===== src/rtl/cap_pkg.sv =====
// Package: shared state encoding for the capture sequencing controller.
// Assumes: codes are exported on a debug port, so their values are fixed.
package cap_pkg;

    typedef enum logic [2:0] {
        ST_IDLE  = 3'd0,
        ST_FILL  = 3'd1,
        ST_TRIG  = 3'd2,
        ST_WAIT  = 3'd3,
        ST_STORE = 3'd4,
        ST_DRAIN = 3'd5,
        ST_FULL  = 3'd6
    } cap_state_e;

endpackage


===== src/rtl/cap_activity_det.sv =====
// Module: activity detector. Flags a valid sample whose magnitude exceeds
// an unsigned threshold.
// Assumes: samples are two's complement; the most negative value has a
// magnitude of 2**(SMP_W-1), and that magnitude fits in SMP_W unsigned bits.
module cap_activity_det #(
    parameter int SMP_W = 8
) (
    input  logic [SMP_W-1:0] smp_i,
    input  logic             vld_i,
    input  logic [SMP_W-1:0] thr_i,
    output logic             hit_o
);

    logic [SMP_W-1:0] mag;

    // Magnitude of the sample, then the strict comparison against the threshold.
    always_comb begin
        mag   = smp_i[SMP_W-1] ? (~smp_i + 1'b1) : smp_i;
        hit_o = vld_i && (mag > thr_i);
    end

endmodule


===== src/rtl/cap_seg_buffer.sv =====
// Module: segment buffer. SEG_LEN entries with one write port and one
// registered read port.
// Assumes: a write and a read to the same entry in one cycle return the
// old value.
module cap_seg_buffer #(
    parameter int SMP_W   = 8,
    parameter int SEG_LEN = 16
) (
    input  logic                       clk,
    input  logic                       rst_n,
    input  logic                       we_i,
    input  logic [$clog2(SEG_LEN)-1:0] waddr_i,
    input  logic [SMP_W-1:0]           wdata_i,
    input  logic [$clog2(SEG_LEN)-1:0] raddr_i,
    output logic [SMP_W-1:0]           rdata_o
);

    localparam int IDX_W = $clog2(SEG_LEN);

    logic [SMP_W-1:0] mem_q [SEG_LEN];

    // One write-enabled register per entry.
    for (genvar i = 0; i < SEG_LEN; i++) begin : g_entry
        always_ff @(posedge clk) begin
            if (we_i && (waddr_i == IDX_W'(i))) begin
                mem_q[i] <= wdata_i;
            end
        end
    end

    // Registered read: the data follows the index by one cycle.
    always_ff @(posedge clk) begin
        if (!rst_n) begin
            rdata_o <= '0;
        end else begin
            rdata_o <= mem_q[raddr_i];
        end
    end

endmodule


===== src/rtl/cap_store_seq.sv =====
// Module: result store sequencer. Issues SEG_LEN result reads, delays each
// one by RD_LAT cycles into a storage write, and keeps the write pointer,
// which never wraps.
// Assumes: SEG_LEN is a power of two; DEPTH >= SEG_LEN; RD_LAT >= 1; start_i
// arrives only while the sequencer is not busy.
module cap_store_seq #(
    parameter int SEG_LEN = 16,
    parameter int DEPTH   = 64,
    parameter int RD_LAT  = 2
) (
    input  logic                       clk,
    input  logic                       rst_n,
    input  logic                       start_i,
    output logic                       res_rd_o,
    output logic [$clog2(SEG_LEN)-1:0] res_addr_o,
    output logic                       last_issue_o,
    output logic                       busy_o,
    output logic                       mem_we_o,
    output logic [$clog2(DEPTH)-1:0]   mem_addr_o,
    output logic [$clog2(DEPTH):0]     wptr_o,
    output logic                       room_o
);

    localparam int IDX_W = $clog2(SEG_LEN);
    localparam int AW    = $clog2(DEPTH);
    localparam int LIMIT = DEPTH - SEG_LEN;
    localparam logic [IDX_W-1:0] LAST_IDX = IDX_W'(SEG_LEN - 1);

    logic              issuing_q;
    logic [IDX_W-1:0]  idx_q;
    logic [RD_LAT-1:0] pipe_q;
    logic [AW:0]       wptr_q;

    // Read issue: SEG_LEN consecutive bin reads after each start.
    always_ff @(posedge clk) begin
        if (!rst_n) begin
            issuing_q <= 1'b0;
            idx_q     <= '0;
        end else if (start_i) begin
            issuing_q <= 1'b1;
            idx_q     <= '0;
        end else if (issuing_q) begin
            if (idx_q == LAST_IDX) begin
                issuing_q <= 1'b0;
            end
            idx_q <= idx_q + 1'b1;
        end
    end

    // Latency line: each issued read turns into a write RD_LAT cycles later.
    if (RD_LAT == 1) begin : g_lat_one
        always_ff @(posedge clk) begin
            if (!rst_n) begin
                pipe_q <= '0;
            end else begin
                pipe_q <= issuing_q;
            end
        end
    end else begin : g_lat_many
        always_ff @(posedge clk) begin
            if (!rst_n) begin
                pipe_q <= '0;
            end else begin
                pipe_q <= {pipe_q[RD_LAT-2:0], issuing_q};
            end
        end
    end

    // Write pointer: advances once per write and is cleared only by reset.
    always_ff @(posedge clk) begin
        if (!rst_n) begin
            wptr_q <= '0;
        end else if (mem_we_o) begin
            wptr_q <= wptr_q + 1'b1;
        end
    end

    // Output decode.
    always_comb begin
        res_rd_o     = issuing_q;
        res_addr_o   = idx_q;
        last_issue_o = issuing_q && (idx_q == LAST_IDX);
        mem_we_o     = pipe_q[RD_LAT-1];
        busy_o       = issuing_q || (|pipe_q);
        mem_addr_o   = wptr_q[AW-1:0];
        wptr_o       = wptr_q;
        room_o       = (int'(wptr_q) <= LIMIT);
    end

    // a bin read is followed by a write exactly two cycles later.
    p_write_after_read_r6: assert property (@(posedge clk) disable iff (!rst_n)
        res_rd_o |=> ##1 mem_we_o);

    // no write appears without a read two cycles earlier.
    p_write_has_read_r6: assert property (@(posedge clk) disable iff (!rst_n)
        mem_we_o |-> $past(res_rd_o, 2));

    // each write advances the pointer by exactly one.
    p_ptr_step_r7: assert property (@(posedge clk) disable iff (!rst_n)
        mem_we_o |=> (wptr_q == $past(wptr_q) + 1'b1));

    // without a write the pointer holds.
    p_ptr_hold_r7: assert property (@(posedge clk) disable iff (!rst_n)
        !mem_we_o |=> $stable(wptr_q));

    // the pointer never runs past the end of storage.
    p_ptr_bound_r7: assert property (@(posedge clk) disable iff (!rst_n)
        wptr_q <= (AW+1)'(DEPTH));

endmodule


===== src/rtl/capture_seq_ctrl.sv =====
// Module: capture and FFT sequencing controller (top). Gates capture on
// sample activity, fills one segment, starts the FFT, waits for its done
// flag, then stores the bins through the store sequencer.
// Assumes: the FFT engine reads the buffer only between start and done;
// its result port returns data RD_LAT cycles after the read.
module capture_seq_ctrl #(
    parameter int SMP_W   = 8,
    parameter int SEG_LEN = 16,
    parameter int BIN_W   = 32,
    parameter int DEPTH   = 64,
    parameter int RD_LAT  = 2
) (
    input  logic                       clk,
    input  logic                       rst_n,
    input  logic [SMP_W-1:0]           smp_i,
    input  logic                       smp_vld_i,
    input  logic [SMP_W-1:0]           thr_i,
    input  logic [$clog2(SEG_LEN)-1:0] buf_raddr_i,
    output logic [SMP_W-1:0]           buf_rdata_o,
    output logic                       fft_start_o,
    input  logic                       fft_done_i,
    output logic                       res_rd_o,
    output logic [$clog2(SEG_LEN)-1:0] res_addr_o,
    input  logic [BIN_W-1:0]           res_data_i,
    output logic                       mem_we_o,
    output logic [$clog2(DEPTH)-1:0]   mem_addr_o,
    output logic [BIN_W-1:0]           mem_data_o,
    output logic                       full_o,
    output logic [2:0]                 dbg_state_o,
    output logic [$clog2(DEPTH):0]     dbg_wptr_o
);

    import cap_pkg::*;

    localparam int IDX_W = $clog2(SEG_LEN);
    localparam logic [IDX_W-1:0] LAST_IDX = IDX_W'(SEG_LEN - 1);

    cap_state_e       state_q, state_d;
    logic [IDX_W-1:0] fill_idx_q;
    logic             hit;
    logic             buf_we;
    logic [IDX_W-1:0] buf_waddr;
    logic             store_start;
    logic             last_issue;
    logic             store_busy;
    logic             room;

    cap_activity_det #(.SMP_W(SMP_W)) u_act (
        .smp_i (smp_i),
        .vld_i (smp_vld_i),
        .thr_i (thr_i),
        .hit_o (hit)
    );

    cap_seg_buffer #(.SMP_W(SMP_W), .SEG_LEN(SEG_LEN)) u_buf (
        .clk     (clk),
        .rst_n   (rst_n),
        .we_i    (buf_we),
        .waddr_i (buf_waddr),
        .wdata_i (smp_i),
        .raddr_i (buf_raddr_i),
        .rdata_o (buf_rdata_o)
    );

    cap_store_seq #(.SEG_LEN(SEG_LEN), .DEPTH(DEPTH), .RD_LAT(RD_LAT)) u_store (
        .clk          (clk),
        .rst_n        (rst_n),
        .start_i      (store_start),
        .res_rd_o     (res_rd_o),
        .res_addr_o   (res_addr_o),
        .last_issue_o (last_issue),
        .busy_o       (store_busy),
        .mem_we_o     (mem_we_o),
        .mem_addr_o   (mem_addr_o),
        .wptr_o       (dbg_wptr_o),
        .room_o       (room)
    );

    // Next-state logic for the capture sequence.
    always_comb begin
        state_d = state_q;
        unique case (state_q)
            ST_IDLE:  if (hit) state_d = ST_FILL;
            ST_FILL:  if (smp_vld_i && (fill_idx_q == LAST_IDX)) state_d = ST_TRIG;
            ST_TRIG:  state_d = ST_WAIT;
            ST_WAIT:  if (fft_done_i) state_d = ST_STORE;
            ST_STORE: if (last_issue) state_d = ST_DRAIN;
            ST_DRAIN: if (!store_busy) state_d = room ? ST_IDLE : ST_FULL;
            ST_FULL:  state_d = ST_FULL;
            default:  state_d = ST_IDLE;
        endcase
    end

    // State register.
    always_ff @(posedge clk) begin
        if (!rst_n) begin
            state_q <= ST_IDLE;
        end else begin
            state_q <= state_d;
        end
    end

    // Fill index: the triggering sample takes entry 0, later ones follow in order.
    always_ff @(posedge clk) begin
        if (!rst_n) begin
            fill_idx_q <= '0;
        end else if ((state_q == ST_IDLE) && hit) begin
            fill_idx_q <= IDX_W'(1);
        end else if ((state_q == ST_FILL) && smp_vld_i) begin
            fill_idx_q <= fill_idx_q + 1'b1;
        end
    end

    // Buffer write steering, handshake and status decode.
    always_comb begin
        buf_we      = ((state_q == ST_IDLE) && hit) || ((state_q == ST_FILL) && smp_vld_i);
        buf_waddr   = (state_q == ST_IDLE) ? '0 : fill_idx_q;
        store_start = (state_q == ST_WAIT) && fft_done_i;
        fft_start_o = (state_q == ST_TRIG);
        full_o      = (state_q == ST_FULL);
        mem_data_o  = res_data_i;
        dbg_state_o = state_q;
    end

    // a qualifying sample in idle opens a segment on the next edge.
    p_open_on_hit_r2: assert property (@(posedge clk) disable iff (!rst_n)
        (state_q == ST_IDLE && hit) |=> (state_q == ST_FILL));

    // the buffer is written only while idle or filling.
    p_buf_write_window_r3: assert property (@(posedge clk) disable iff (!rst_n)
        buf_we |-> (state_q == ST_IDLE || state_q == ST_FILL));

    // the start request lasts one cycle.
    p_start_pulse_r4: assert property (@(posedge clk) disable iff (!rst_n)
        fft_start_o |=> !fft_start_o);

    // the wait state holds until the done flag.
    p_wait_hold_r5: assert property (@(posedge clk) disable iff (!rst_n)
        (state_q == ST_WAIT && !fft_done_i) |=> (state_q == ST_WAIT));

    // bins are read only while in the store state.
    p_read_in_store_r6: assert property (@(posedge clk) disable iff (!rst_n)
        res_rd_o |-> (state_q == ST_STORE));

    // the full state is sticky and performs no writes.
    p_full_sticky_r8: assert property (@(posedge clk) disable iff (!rst_n)
        full_o |=> (full_o && !mem_we_o));

    // the debug state code is always a defined encoding.
    p_state_legal_r9: assert property (@(posedge clk) disable iff (!rst_n)
        dbg_state_o <= 3'd6);

endmodule


===== config.mk =====
export PLATFORM = sky130hd
export DESIGN_NAME = capture_seq_ctrl
export DESIGN_NICKNAME = d
export VERILOG_FILES = /design/src/rtl/cap_pkg.sv /design/src/rtl/cap_activity_det.sv /design/src/rtl/cap_seg_buffer.sv /design/src/rtl/cap_store_seq.sv /design/src/rtl/capture_seq_ctrl.sv
export SDC_FILE = /design/constraint.sdc
export NUM_CORES = 1
export LEC_CHECK = 0
export BUFFER_PORTS_ARGS = -buffer_cell sky130_fd_sc_hd__buf_2
export CORE_MARGIN = 1
export CORE_UTILIZATION = 50
export DETAILED_ROUTE_END_ITERATION = 8
export GPL_TIMING_DRIVEN = 0
export PLACE_DENSITY = 0.72
export RECOVER_POWER = 50
export SYNTH_ARGS = -nofsm -noshare
export SYNTH_HDL_FRONTEND = slang
export SYNTH_SLANG_ARGS = --single-unit

===== constraint.sdc =====
create_clock -name clk -period 2.9 [get_ports clk]
set_clock_uncertainty 0.2 [all_clocks]
set_input_delay 0.29 -clock clk [delete_from_list [all_inputs] [get_ports clk]]
set_output_delay 0.29 -clock clk [all_outputs]
set_load 0.005 [all_outputs]

After elaboration in Yosys (flattened, before gate mapping)
Memories as Yosys holds them, arrays and structs flattened. A register that Yosys moved wholly into a read port is not among the register bits.
Cells that the tools add are included.
- $add $sub $neg: 4
- magnitude comparators: 2
- eq/ne operators: 28
- multiplexer cells: 91
- bitwise logic cells: 2
- reductions and logical operators: 47
- operator list (cell ; count):
    $mux W8 ; 16
    $reduce_or A8 Y1 ; 15
    $mux W4 ; 16
    $mux W1 ; 52
    $eq A4 B4 Y1 const B ; 10
    $logic_and A1 B1 Y1 ; 22
    $pmux W3 S7 ; 1
    $mux W3 ; 6
    $eq A4 B3 Y1 const B ; 4
    $ne A2 B2 Y1 const B ; 5
    $eq A3 B3 Y1 const B ; 3
    $add A4 B1 Y4 const B ; 2
    $add A8 B1 Y8 const B ; 1
    $eq A4 B2 Y1 const B ; 2
    $gt A8 B8 Y1 ; 1
    $not A8 Y8 ; 1
    $add A7 B1 Y7 const B ; 1
    $le A7 B6 Y1 const B ; 1
    $eq A3 B2 Y1 const B ; 2
    $reduce_or A2 Y1 ; 3
    $reduce_and A5 Y1 ; 1
    $eq A4 B1 Y1 const B ; 1
    $logic_not A4 Y1 ; 1
    $eq A3 B1 Y1 const B ; 1
    other kinds (5) ; 6
- flip-flop bits (word level): 21
- bits in writable memories: 128
- input bits: 56
- logic and storage cells: 182
- memories kept: 1
- memories (name ; depth ; bits a word ; rd ports ; clocked after Yosys merged registers in ; wr ports ; line ; RTL):
    u_buf.mem_q ; 16 ; 8 ; 1 ; 1 ; 1 ; cap_seg_buffer.sv:20 ; logic [SMP_W-1:0] mem_q [SEG_LEN];

Depth between registers and ports, before layout
- word-level depth: 26
- gate-level depth with buffers: 11
- depth with buffers taken out: 11

Hierarchy
A second synthesis with hierarchy kept.
- cell total of the unflattened synthesis: 431
- area, all modules: 6850.3 um^2
- modules (own cells, without submodules) (module ; instances ; cells an instance ; area each (um^2) ; seq. area each (um^2)):
    cap_seg_buffer ; 1 ; 228 ; 5162.5 ; 4003.8
    capture_seq_ctrl ; 1 ; 87 ; 705.7 ; 140.1
    cap_store_seq ; 1 ; 69 ; 646.9 ; 280.3
    cap_activity_det ; 1 ; 47 ; 335.3 ; 0.0

Least setup slack after synthesis
Ideal clock, no wire load.
- path type: input to register
- from: input smp_i[1]
- to: memory u_buf.mem_q[0][0], enable pin
- library setup time: 0.271 ns
- data arrival time: 2.226 ns
- required time: 2.429 ns
- path slack: 0.204 ns
- stages: 9
- path buffers: 0
- cells stage by stage: or3_1 > o31ai_1 > xnor2_1 > ha_1 > a21oi_1 > o21ai_0 > o211a_1 > o21a_1 > or2_2
- longest elaborated chain between the ends: 26
- elaborated cells between the ends (all ways): 100
- those cells by class: add/sub (1); order compare (1); mux (63); bitwise (1); reduce/logical (34)
- RTL lines (item ; line ; RTL):
    start: declaration ; capture_seq_ctrl.sv:15 ; input logic [SMP_W-1:0] smp_i,
    $not A8 Y8 ; cap_activity_det.sv:18 ; mag = smp_i[SMP_W-1] ? (~smp_i + 1'b1) : smp_i;
    $add A8 B1 Y8 ; cap_activity_det.sv:18 ;
    $mux W8 (*) ; cap_activity_det.sv:18 ;
    $gt A8 B8 Y1 (*) ; cap_activity_det.sv:19 ; hit_o = vld_i && (mag > thr_i);
    $logic_and A1 B1 Y1 (*) ; cap_activity_det.sv:19 ;
    $logic_and A1 B1 Y1 (*) ; capture_seq_ctrl.sv:116 ; buf_we = ((state_q == ST_IDLE) && hit) || ((state_q == ST_FILL) && smp_vld_i);
    $logic_or A1 B1 Y1 (*) ; capture_seq_ctrl.sv:116 ;
    $logic_and A1 B1 Y1 ; cap_seg_buffer.sv:25 ; if (we_i && (waddr_i == IDX_W'(i))) begin
    $mux W1 ; cap_seg_buffer.sv:25 ;
    $mux W1 (not written as such) ; cap_seg_buffer.sv:26 ; mem_q[i] <= wdata_i;
    $reduce_or A8 Y1 (no line) ; -- ;
    $mux W4 (no line) / $mux W1 (equally long branches) (15 in series) ; -- ;
    end: declaration ; cap_seg_buffer.sv:20 ;
Every way passes the cells marked *; elsewhere a longest branch is shown, timed or not.

Final worst setup path
- from: input smp_i[1]
- to: memory u_buf.mem_q[0][4], enable pin
Same word-level chain as after synthesis.

==> results.txt <==
- Across all setup checks in the final design, the least slack found is 0.197 ns.
- Peak per-stage delay on the critical path: 0.46 ns
- The portion of synthesized area spent on multiplexers is 14.8%.
- The first detailed-routing pass ran for 5 iterations.
* RSZ-0062 raised after global routing: false
- Total power after layout: 5.12 mW
- Summing the areas of all xor and xnor instances in the mapped netlist gives 1.91% of the synthesized area.
- Worst-path clk slew: 0.06 ns
- Global routing used 19.8% of the available tracks.
- Starting density of the core: 51.5%
* Width of the die: 119 um
- Summed over all layers, the global routing overflow is 0.
- No sink is reached through more buffers than the 2 on the longest clock path.
- Post-synth EDFFs: 128
- Most common library cell in the layout ignoring fill and taps: sky130_fd_sc_hd__edfxtp_1
- The flow ran to the end, and the final reports show no timing, DRC or antenna violations.
- # Max-Cap Violations: 0
* Area Overhead vs Synth: 18.0%
- Buffers placed on the I/O ports in this run total 85.
* Minimum clock period: 2.70 ns
* Final period util: 93.2%
* Flip-flop and latch count after synthesis: 157
- The number of antenna diodes in the final layout is 0.
* Dominant combinational cell family by area after synthesis: multiplexers
- The final hold violation count was 0.
- Vias per cell: 5.38
- Worst slew slack as a fraction of its limit: 33.3%
* Critical path data required time: 2.86 ns
- DP Wirelength: 8820 um
- Pin placement for this block handled 120 I/O pins.
- The number of antenna violations at the first check in global routing was 0.
- Summing the areas of all compound-gate instances in the mapped netlist gives 3.20% of the synthesized area.
* Largest net degree at the start of global routing: 25
- After floorplanning, the core was divided into 42 placement rows.
* Number of nets in the finished design: 606
- Post-DRT Antenna Nets: 0
- The worst hold path belongs to the class input port to flop.
- Vertical die dimension: 119 um
* Clock latency of the later-clocked register in the worst-skew pair: 0.42 ns
* CTS tree: done
* Yosys warnings: 0
* Share of synthesized registers carrying an async set or reset: 0%
- Of all nets on the critical path, the largest fanout is 18.
- Critical path start-end classification: input port to flop
* Kind of start point of the critical path: input port
- Worst-margin pin slew: 0.997 ns
- Delay-heaviest family, CP: simple AND/OR/NAND/NOR gates
- Together, buffers and inverters on the worst path number 1.
- Post-route non-filler standard cell count: 726
* Slew Limit Fails: 0
- Number of setup violations in the final report: 0
- Wire length of the first global-routing pass: 20500 um
- Overall routed net length: 13300 um
- Peak supply drop: 0.329 mV
* Count of clock tree sinks: 157
- Placeable core area: 0.0133 mm2
* Maximum achievable frequency: 370 MHz
- Leakage power: 3.09 nW
- Basic-gate share of the synthesized area counting and, or, nand and nor cells: 6.68%
- After synthesis, the mean cell area works out to 15.9 um2.
- Placed cell count: 693
- Setup TNS after final layout: 0 ns
- Wire length per cell after detailed routing: 18.3 um
- Cells with a size suffix above 1 make up 28.7% of the layout.
* Register area share after synthesis: 64.3%
* Vias after detailed routing: 3905
- Synth Flop Type: sky130_fd_sc_hd__edfxtp_1
* Clock tree root buffer cell: sky130_fd_sc_hd__clkbuf_16
* Filler instances: 1030
* Clock buffer count from CTS: 17
- The critical path goes through buf_2, or3_1, o31ai_1, xnor2_1, ha_1, nand4_1, o211a_1, o21a_1, or2_4.
- Arithmetic-cell share of the synthesized area counting full adders, half adders and majority gates: 2.37%
* Number of levels in the clock H-tree: 4
- OpenSTA, run right after detailed placement, puts the worst setup slack at -0.331 ns.
- Data on the critical path arrives at its endpoint at 2.66 ns.
- Die Area: 0.0142 mm2
* Net count after synthesis: 501
* Worst-path cell with the longest stage delay: sky130_fd_sc_hd__or3_1
- In the synthesized netlist, the number of instances is 432.
* Initial detailed-routing violation count: 260
- Counting distinct cell types in the post-synthesis netlist gives 43.
- The number of global-route vias before repair was 3767.
- In the layout the commonest cells are sky130_fd_sc_hd__edfxtp_1, sky130_fd_sc_hd__buf_2, sky130_fd_sc_hd__mux4_1, sky130_fd_sc_hd__dfxtp_1.
* Power per Cell Area: 631 mW/mm2
- Final GP Congestion: 0.817
- Kind of capture point of the worst setup path: flop
- Number of DRC violations after detailed routing: 0
- The mapped netlist covers 0.00688 mm2.
-- report_power, final --
part           internal [mW]  total [mW]  switching [mW]
Sequential              2.49        2.52          0.0276
Clock                   1.29        2.10           0.813
Combinational          0.225       0.495           0.269
-- logic make-up (layout without fill, tap and decap cells) --
group           Yosys count  count (layout)
compound gates           35              35
xor+xnor                 15              15
fa+ha+maj                13              13
buf+inv                  71             189
flops                   157             157
mux                      51              51
simple gates             90              90
-- flip-flops by register name, summed over array words and instances, names as in the netlist --
name,cells
fill_idx_q,4
dbg_state_o,3
u_store.wptr_o,7
u_store.res_addr_o,4
u_store.pipe_q,2
u_store.res_rd_o,1
u_buf.rdata_o,8
u_buf.mem_q,128
-- routing by layer --
metal | global-route usage [%] | routed length [um] | vias up
met1 | 26.5 | 5850 | 1911
li1 | - | - | 1853
met2 | 31.8 | 6580 | 126
met3 | 4.55 | 709 | 15
met4 | 7.59 | 168 | 0
met5 | 0 | 0 | -
-- timing repair --
item,CTS,global route
gates resized for setup,1,3
setup endpoints to repair,8,16
hold buffers,1,0
cloned,0,0
buffers inserted,0,0
hold endpoints to repair,1,0
-- worst paths after layout --
check                    start           endpoint  slack [ns]  depth (start not counted)
min reg2reg  u_store.pipe_q[0]  u_store.pipe_q[1]        0.27                          1
max reg2reg     dbg_state_o[2]  u_buf.mem_q[4][1]        0.27                          4
max                   smp_i[1]  u_buf.mem_q[0][4]        0.20                          9
min                 fft_done_i   u_store.res_rd_o        0.06                          3
-- Yosys cell counts, types with 4 or more instances --
library cell	number	share of area (%)
sky130_fd_sc_hd__nand4_1	9	0.82
sky130_fd_sc_hd__buf_6	4	0.65
sky130_fd_sc_hd__nor3b_1	5	0.55
sky130_fd_sc_hd__a21oi_1	6	0.44
sky130_fd_sc_hd__ha_1	13	2.4
sky130_fd_sc_hd__nand3b_1	4	0.44
sky130_fd_sc_hd__nand2_1	17	0.93
sky130_fd_sc_hd__mux2i_1	19	2.8
sky130_fd_sc_hd__o22ai_1	8	0.73
sky130_fd_sc_hd__nor3_1	11	0.80
sky130_fd_sc_hd__dfxtp_1	29	8.4
sky130_fd_sc_hd__buf_4	41	4.5
sky130_fd_sc_hd__o21ai_0	9	0.65
sky130_fd_sc_hd__or3_1	4	0.36
sky130_fd_sc_hd__xnor2_1	7	0.89
sky130_fd_sc_hd__nor2_1	25	1.4
sky130_fd_sc_hd__xor2_1	8	1.0
sky130_fd_sc_hd__inv_1	14	0.76
sky130_fd_sc_hd__mux4_1	29	11
sky130_fd_sc_hd__edfxtp_1	128	56
sky130_fd_sc_hd__nand2b_1	4	0.36
sky130_fd_sc_hd__buf_2	6	0.44
-- tightest hold or removal path: stages --
cell                      delay (ns)
sky130_fd_sc_hd__buf_2          0.10
sky130_fd_sc_hd__nand4_1        0.15
sky130_fd_sc_hd__a21oi_1        0.08
-- metrics by stage --
step / util, % / hold WS (ns) / instance area [um2]
after floorplan: - / 0.189 / 6880
after CTS: 60.8 / 0.0367 / 8120
after detailed placement: 56.4 / 0.251 / 7530
after global placement: 56.4 / 0.245 / 7520
after global routing: 60.8 / 0.0768 / 8110
final: 60.8 / 0.0586 / 8110
-- area by class of cell --
cell class	count	area (um2)	share of cell area [%]
sequential	157	4420	54.5
multi-input combinational	204	2020	24.8
buffer	57	407	5.01
inverter	14	52.6	0.648
clock inverter	4	23.8	0.293
tap	176	220	2.71
clock buffer	28	551	6.79
timing repair buffer	86	418	5.15
Power figures use the tool's default switching activity.
